[config.mk]
export PLATFORM = sky130hd
export DESIGN_NAME = pwm_chan_ctl
export DESIGN_NICKNAME = d
export VERILOG_FILES = /design/src/rtl/pwm_ctl_pkg.sv /design/src/rtl/pwm_addr_dec.sv /design/src/rtl/pwm_chan_flags.sv /design/src/rtl/pwm_rd_mux.sv /design/src/rtl/pwm_chan_ctl.sv
export SDC_FILE = /design/constraint.sdc
export NUM_CORES = 1
export LEC_CHECK = 0
export BUFFER_PORTS_ARGS = -buffer_cell sky130_fd_sc_hd__buf_4
export CORE_MARGIN = 2
export CORE_UTILIZATION = 30
export DETAILED_ROUTE_END_ITERATION = 16
export GPL_ROUTABILITY_DRIVEN = 0
export GPL_TIMING_DRIVEN = 1
export MAX_ROUTING_LAYER = met4
export PLACE_DENSITY_LB_ADDON = 0.15
export SLEW_MARGIN = 20
export SYNTH_ARGS = -nofsm -noshare
export SYNTH_HDL_FRONTEND = slang
export SYNTH_SLANG_ARGS = --single-unit
[constraint.sdc]
create_clock -name clk -period 3.95 [get_ports clk]
set_input_delay 0.9875 -clock clk [delete_from_list [all_inputs] [get_ports clk]]
set_output_delay 0.9875 -clock clk [all_outputs]
set_load 0.02 [all_outputs]
[src/rtl/pwm_ctl_pkg.sv]
package pwm_ctl_pkg;

  // Decoded target of one bus access.
  typedef enum logic [3:0] {
    RS_NONE,
    RS_MODE,
    RS_ENA_SET,
    RS_ENA_CLR,
    RS_ENA_STAT,
    RS_MSK_SET,
    RS_MSK_CLR,
    RS_MSK_STAT,
    RS_PND_STAT,
    RS_WIN
  } reg_sel_e;

  // Global register byte offsets; software depends on these.
  localparam logic [4:0] OFF_MODE     = 5'h00;
  localparam logic [4:0] OFF_ENA_SET  = 5'h04;
  localparam logic [4:0] OFF_ENA_CLR  = 5'h08;
  localparam logic [4:0] OFF_ENA_STAT = 5'h0C;
  localparam logic [4:0] OFF_MSK_SET  = 5'h10;
  localparam logic [4:0] OFF_MSK_CLR  = 5'h14;
  localparam logic [4:0] OFF_MSK_STAT = 5'h18;
  localparam logic [4:0] OFF_PND_STAT = 5'h1C;

  // Map a low offset inside the global block to its register.
  function automatic reg_sel_e glob_decode(input logic [4:0] off);
    case (off)
      OFF_MODE:     return RS_MODE;
      OFF_ENA_SET:  return RS_ENA_SET;
      OFF_ENA_CLR:  return RS_ENA_CLR;
      OFF_ENA_STAT: return RS_ENA_STAT;
      OFF_MSK_SET:  return RS_MSK_SET;
      OFF_MSK_CLR:  return RS_MSK_CLR;
      OFF_MSK_STAT: return RS_MSK_STAT;
      OFF_PND_STAT: return RS_PND_STAT;
      default:      return RS_NONE;
    endcase
  endfunction

endpackage

[src/rtl/pwm_addr_dec.sv]
module pwm_addr_dec
  import pwm_ctl_pkg::*;
#(
  parameter int ADDR_W     = 12,
  parameter int NCH        = 4,
  parameter int WIN_BASE   = 'h200,
  parameter int WIN_STRIDE = 'h20,
  localparam int IDX_W     = (NCH > 1) ? $clog2(NCH) : 1,
  localparam int OFF_W     = $clog2(WIN_STRIDE)
) (
  input  logic [ADDR_W-1:0] addr,
  input  logic              access,
  output reg_sel_e          sel,
  output logic              win_hit,
  output logic [IDX_W-1:0]  win_idx,
  output logic [OFF_W-1:0]  win_off,
  output logic [NCH-1:0]    chan_sel
);

  localparam logic [ADDR_W-1:0] WIN_LO   = ADDR_W'(WIN_BASE);
  localparam logic [ADDR_W-1:0] WIN_SPAN = ADDR_W'(NCH * WIN_STRIDE);
  localparam logic [ADDR_W-1:0] GLB_SPAN = ADDR_W'(32);

  logic [ADDR_W-1:0] win_rel;
  logic              glb_hit;

  // Distance from the first window; every bit feeds the range check.
  function automatic logic rel_in_span(input logic [ADDR_W-1:0] a,
                                       input logic [ADDR_W-1:0] rel);
    return (a >= WIN_LO) && (rel < WIN_SPAN);
  endfunction

  assign win_rel = addr - WIN_LO;
  assign win_hit = rel_in_span(addr, win_rel);
  assign glb_hit = (addr < GLB_SPAN);
  assign win_idx = win_rel[OFF_W +: IDX_W];
  assign win_off = win_rel[OFF_W-1:0];

  always_comb begin
    if (glb_hit)      sel = glob_decode(addr[4:0]);
    else if (win_hit) sel = RS_WIN;
    else              sel = RS_NONE;
  end

  for (genvar g = 0; g < NCH; g++) begin : g_sel
    assign chan_sel[g] = access && win_hit && (win_idx == IDX_W'(g));
  end

endmodule

[src/rtl/pwm_chan_flags.sv]
module pwm_chan_flags (
  input  logic clk,
  input  logic rst_n,
  input  logic en_set,
  input  logic en_clr,
  input  logic im_set,
  input  logic im_clr,
  input  logic ack,
  input  logic evt,
  output logic en,
  output logic msk,
  output logic pend,
  output logic evt_taken
);

  // Event counts only while the channel is on in that cycle.
  assign evt_taken = evt && en;

  always_ff @(posedge clk or negedge rst_n) begin
    if (!rst_n) begin
      en   <= 1'b0;
      msk  <= 1'b0;
      pend <= 1'b0;
    end else begin
      if (en_set)      en <= 1'b1;
      else if (en_clr) en <= 1'b0;
      if (im_set)      msk <= 1'b1;
      else if (im_clr) msk <= 1'b0;
      // A new event wins over the acknowledge so it is never dropped.
      if (evt_taken)   pend <= 1'b1;
      else if (ack)    pend <= 1'b0;
    end
  end

  AST_EN_SET: assert property (@(posedge clk) disable iff (!rst_n)
    en_set |=> en);
  AST_EN_CLR: assert property (@(posedge clk) disable iff (!rst_n)
    (en_clr && !en_set) |=> !en);
  AST_MSK_SET: assert property (@(posedge clk) disable iff (!rst_n)
    im_set |=> msk);
  AST_MSK_CLR: assert property (@(posedge clk) disable iff (!rst_n)
    (im_clr && !im_set) |=> !msk);
  AST_EVT_KEPT: assert property (@(posedge clk) disable iff (!rst_n)
    (evt && en) |=> pend);
  AST_EVT_OFF: assert property (@(posedge clk) disable iff (!rst_n)
    (!pend && !en) |=> !pend);
  AST_ACK_CLEARS: assert property (@(posedge clk) disable iff (!rst_n)
    (ack && !evt_taken) |=> !pend);

endmodule

[src/rtl/pwm_rd_mux.sv]
module pwm_rd_mux
  import pwm_ctl_pkg::*;
#(
  parameter int DATA_W = 32,
  parameter int NCH    = 4,
  localparam int IDX_W = (NCH > 1) ? $clog2(NCH) : 1
) (
  input  reg_sel_e              sel,
  input  logic [IDX_W-1:0]      win_idx,
  input  logic [DATA_W-1:0]     mode_q,
  input  logic [NCH-1:0]        en_vec,
  input  logic [NCH-1:0]        msk_vec,
  input  logic [NCH-1:0]        pnd_vec,
  input  logic [NCH*DATA_W-1:0] chan_rdata,
  output logic [DATA_W-1:0]     rd_next
);

  // Zero-extend a per-channel vector to a bus word.
  function automatic logic [DATA_W-1:0] widen(input logic [NCH-1:0] v);
    logic [DATA_W-1:0] w;
    w = '0;
    w[NCH-1:0] = v;
    return w;
  endfunction

  always_comb begin
    case (sel)
      RS_MODE:     rd_next = mode_q;
      RS_ENA_STAT: rd_next = widen(en_vec);
      RS_MSK_STAT: rd_next = widen(msk_vec);
      RS_PND_STAT: rd_next = widen(pnd_vec);
      RS_WIN:      rd_next = chan_rdata[win_idx*DATA_W +: DATA_W];
      default:     rd_next = '0;
    endcase
  end

endmodule

[src/rtl/pwm_chan_ctl.sv]
module pwm_chan_ctl
  import pwm_ctl_pkg::*;
#(
  parameter int ADDR_W     = 12,
  parameter int DATA_W     = 32,
  parameter int NCH        = 4,
  parameter int WIN_BASE   = 'h200,
  parameter int WIN_STRIDE = 'h20,
  localparam int OFF_W     = $clog2(WIN_STRIDE)
) (
  input  logic                  clk,
  input  logic                  rst_n,
  input  logic                  bus_wr,
  input  logic                  bus_rd,
  input  logic [ADDR_W-1:0]     bus_addr,
  input  logic [DATA_W-1:0]     bus_wdata,
  output logic [DATA_W-1:0]     bus_rdata,
  output logic [NCH-1:0]        chan_sel,
  output logic                  chan_wr,
  output logic                  chan_rd,
  output logic [OFF_W-1:0]      chan_off,
  output logic [DATA_W-1:0]     chan_wdata,
  input  logic [NCH*DATA_W-1:0] chan_rdata,
  input  logic [NCH-1:0]        period_end,
  output logic [NCH-1:0]        chan_en,
  output logic                  irq
);

  localparam int IDX_W = (NCH > 1) ? $clog2(NCH) : 1;

  reg_sel_e           sel;
  logic               win_hit;
  logic [IDX_W-1:0]   win_idx;
  logic [DATA_W-1:0]  mode_q;
  logic [DATA_W-1:0]  rd_next;
  logic [NCH-1:0]     en_vec, msk_vec, pnd_vec, evt_taken;
  logic [NCH-1:0]     wr_en_set, wr_en_clr, wr_im_set, wr_im_clr;
  logic               ack_pend;

  pwm_addr_dec #(
    .ADDR_W(ADDR_W), .NCH(NCH), .WIN_BASE(WIN_BASE), .WIN_STRIDE(WIN_STRIDE)
  ) u_dec (
    .addr     (bus_addr),
    .access   (bus_wr | bus_rd),
    .sel      (sel),
    .win_hit  (win_hit),
    .win_idx  (win_idx),
    .win_off  (chan_off),
    .chan_sel (chan_sel)
  );

  // Write-one strobes: only the low NCH data bits reach the channels.
  function automatic logic [NCH-1:0] strobe(input logic hit,
                                            input logic [DATA_W-1:0] d);
    return hit ? d[NCH-1:0] : '0;
  endfunction

  assign wr_en_set = strobe(bus_wr && (sel == RS_ENA_SET), bus_wdata);
  assign wr_en_clr = strobe(bus_wr && (sel == RS_ENA_CLR), bus_wdata);
  assign wr_im_set = strobe(bus_wr && (sel == RS_MSK_SET), bus_wdata);
  assign wr_im_clr = strobe(bus_wr && (sel == RS_MSK_CLR), bus_wdata);
  assign ack_pend  = bus_rd && (sel == RS_PND_STAT);

  for (genvar g = 0; g < NCH; g++) begin : g_ch
    pwm_chan_flags u_flags (
      .clk       (clk),
      .rst_n     (rst_n),
      .en_set    (wr_en_set[g]),
      .en_clr    (wr_en_clr[g]),
      .im_set    (wr_im_set[g]),
      .im_clr    (wr_im_clr[g]),
      .ack       (ack_pend),
      .evt       (period_end[g]),
      .en        (en_vec[g]),
      .msk       (msk_vec[g]),
      .pend      (pnd_vec[g]),
      .evt_taken (evt_taken[g])
    );
  end

  always_ff @(posedge clk or negedge rst_n) begin
    if (!rst_n) mode_q <= '0;
    else if (bus_wr && (sel == RS_MODE)) mode_q <= bus_wdata;
  end

  pwm_rd_mux #(.DATA_W(DATA_W), .NCH(NCH)) u_mux (
    .sel        (sel),
    .win_idx    (win_idx),
    .mode_q     (mode_q),
    .en_vec     (en_vec),
    .msk_vec    (msk_vec),
    .pnd_vec    (pnd_vec),
    .chan_rdata (chan_rdata),
    .rd_next    (rd_next)
  );

  always_ff @(posedge clk or negedge rst_n) begin
    if (!rst_n)      bus_rdata <= '0;
    else if (bus_rd) bus_rdata <= rd_next;
  end

  assign chan_wr    = bus_wr && win_hit;
  assign chan_rd    = bus_rd && win_hit;
  assign chan_wdata = bus_wdata;
  assign chan_en    = en_vec;
  assign irq        = |(pnd_vec & msk_vec);

  AST_SEL_ONEHOT: assert property (@(posedge clk) disable iff (!rst_n)
    $onehot0(chan_sel));
  AST_SEL_NEEDS_WIN: assert property (@(posedge clk) disable iff (!rst_n)
    (chan_sel != '0) |-> (chan_wr || chan_rd));
  AST_UNMAPPED_ZERO: assert property (@(posedge clk) disable iff (!rst_n)
    (bus_rd && sel == RS_NONE) |=> (bus_rdata == '0));
  AST_IRQ_MASKED: assert property (@(posedge clk) disable iff (!rst_n)
    irq |-> (msk_vec != '0));
  AST_RDATA_HOLD: assert property (@(posedge clk) disable iff (!rst_n)
    !bus_rd |=> $stable(bus_rdata));
  AST_EVT_ONLY_ON: assert property (@(posedge clk) disable iff (!rst_n)
    (evt_taken & ~en_vec) == '0);

endmodule

==> out/summary.txt <==
FMAX: 293.3 MHz
post-synth top area share: 38.55%
power per cell area: 281.2 nW/um2
Post-Layout Cell Count: 828
max-slew violation count: 0
PortBufs: 259
setup TNS: 0 ns
CTS tree: done
num rows: 46
skew final: 0.008287 ns
sequential fraction of the synthesis area: 38.55%
first-pass GRT wire length: 25100 um
TritonCTS Buffers: 9
Hold Path Class: reg2reg
Routed Antenna Nets: 0
Synth Cell Area: 4933 um2
Total GRT Usage: 18.92%
max-cap viol count: 0
post-DP HPWL: 11810 um
Nets: 788
R2R Setup Slk: 2.56 ns
period utilization: 86.30%
residual DRC count: 0
final wirelength: 16150 um
postcts setup bufs: 0
Post-synth top cells: 76 x dfrtp_1, 44 x buf_4, 32 x a22oi_1, 32 x mux4_2, 31 x inv_1
core area: 16000 um2
Slew headroom: 50.07%
crit-path max FO: 9
Longest Clk Path Bufs: 2
largest area contributor in the synthesized netlist: dfrtp_1
vias in the first global route: 4425
slowest stage delay, CP: 0.31 ns
count leader, synth: dfrtp_1
DIE WIDTH: 132.2 um
share of cells above drive strength 1: 62.25%
CP startpoint kind: input port
Crit path arrival time: 2.42 ns
full die area: 17490 um2
Crit Path Class: in2out
Synth Net Count: 580
final hold violations: 0
CP bufs+invs: 3
largest net degree at the start of global routing: 77
Main synth FF type: dfrtp_1
antenna violations before repair: 0
TritonRoute pass-1 iters: 4
Starting Density: 30.83%
H-Tree Level Count: 3
clock slew at reported path FFs: 0.06 ns
Worst Tran Pin Value: 0.7421 ns
critical path's top delay family: simple AND/OR/NAND/NOR gates
RSZ-0062 raised after global routing: no
Period minus WS final: 3.409 ns
Peak VDD IR: 176.7 uV
LEAKAGE: 3.296 nW
Slowest cell on crit path: nor4b_1
I/O pin count: 260
CP cell instances: buf_4 > inv_1 > ha_1 > and4bb_2 > nand2_1 > nor4b_1 > buf_4
post_cts resized: 0
Synth area leaders: dfrtp_1 39%, mux4_2 15%, mux2_4 9.1%
clk_lat worst skew: 0.34 ns
Warnings, synthesis: 0
ant diodes: 0
Critical Path RT: 2.96 ns
Post-synth ARST share: 100.0%
Area growth, synth to finish: 43.01%
Syn Area/Cell: 12.36 um2
TritonCTS Sinks: 76
status: finished, final reports clean
DP Cell Count: 811
Post-CTS Hold Fix Bufs: 0
Root Buffer Master: clkbuf_16
vias per cell: 5.018
Yosys cell types: 49
Crit. End Element: output pin
# setup viols final: 0
most used cell, CP: buf_4
Synth Register Bits: 76
routed length per placed instance: 19.50 um
Chip Height: 132.2 um
initial drt markers: 220
GRT overflow: 0
Post-Synthesis Cells: 399
overall via count from detail_route: 4155
Post-synth EDFFs: 0
-- kinds of logic (layout without fill, tap and decap cells) --
logic type / after synthesis / in the layout / share of synthesized area [%]
buffers and inverters: 104 / 317 / 12.35
AOI/OAI and AO/OA: 88 / 88 / 15.93
DFF: 76 / 76 / 38.55
muxes: 65 / 65 / 24.42
and+or+nand+nor: 63 / 63 / 8.141
xor gates and xnor gates: 2 / 2 / 0.3551
adders and majority gates: 1 / 1 / 0.2536
-- area by class of cell --
class / instances / area [um2]
Fill cell: 1600 / 8945
Multi-Input combinational cell: 219 / 2422
Timing Repair Buffer: 270 / 2052
Sequential cell: 76 / 1902
Tap cell: 216 / 270.3
Clock buffer: 9 / 225.2
Inverter: 31 / 116.4
Clock inverter: 7 / 67.56
-- stage by stage --
stage                     hold slack [ns]  power, mW  utilization, %  setup WS (ns)  cell area, um2
after floorplan                    0.4713     0.9822               -         0.1439            4933
final                              0.5102      1.984           44.10         0.5410            7056
after detailed placement           0.4933      1.187           42.14         0.5608            6743
after global routing               0.5183      2.081           44.10         0.3753            7056
after CTS                          0.5111      2.016           43.97         0.5588            7036
after global placement             0.4939      1.183           42.14         0.5984            6743
-- flip-flops by register name, indices dropped and copies added, names as in the netlist --
signal             count
bus_rdata             32
g_ch.u_flags.en        4
g_ch.u_flags.msk       4
g_ch.u_flags.pend      4
mode_q                32
-- report_power, final --
| part | switching, mW | internal, mW |
|---|---|---|
| logic | 0.168 | 0.216 |
| registers | 0.00323 | 0.784 |
| clock network | 0.327 | 0.486 |
| total | 0.499 | 1.49 |
-- routing by layer --
layer | global-route usage, % | share of wire [%] | vias up | wire length, um
li1 | - | - | 1894 | -
met1 | 22.58 | 41 | 2093 | 6652
met2 | 32.52 | 52 | 157 | 8354
met3 | 3.922 | 6.1 | 11 | 980
met4 | 5.137 | 0.99 | 0 | 160
met5 | - | 0 | - | 0
-- path summary, 6_finish.rpt --
check | from | to | depth (start not counted)
worst max-delay path | bus_addr[9] | chan_sel[2] | 7
worst min-delay path | mode_q[9] | mode_q[9] | 1
worst max register to register | g_ch[1].u_flags.pend | bus_rdata[1] | 4
worst min register to register | mode_q[9] | mode_q[9] | 1
max in group asynchronous | rst_n | mode_q[25] | 2
min in group asynchronous | rst_n | bus_rdata[11] | 1
-- placed cells by master, fill, tap and decap left out, types with 7 or more instances in the layout --
| master | synthesis | final |
|---|---|---|
| inv_1 | 31 | 31 |
| o22ai_2 | 20 | 20 |
| nand2_1 | 17 | 17 |
| buf_4 | 44 | 268 |
| nor2_1 | 7 | 7 |
| clkbuf_16 | 0 | 9 |
| a22o_1 | 12 | 12 |
| a22oi_1 | 32 | 32 |
| o22ai_1 | 8 | 8 |
| dfrtp_1 | 76 | 76 |
| mux2_4 | 30 | 30 |
| mux4_2 | 32 | 32 |
Power figures use the tool's default switching activity.
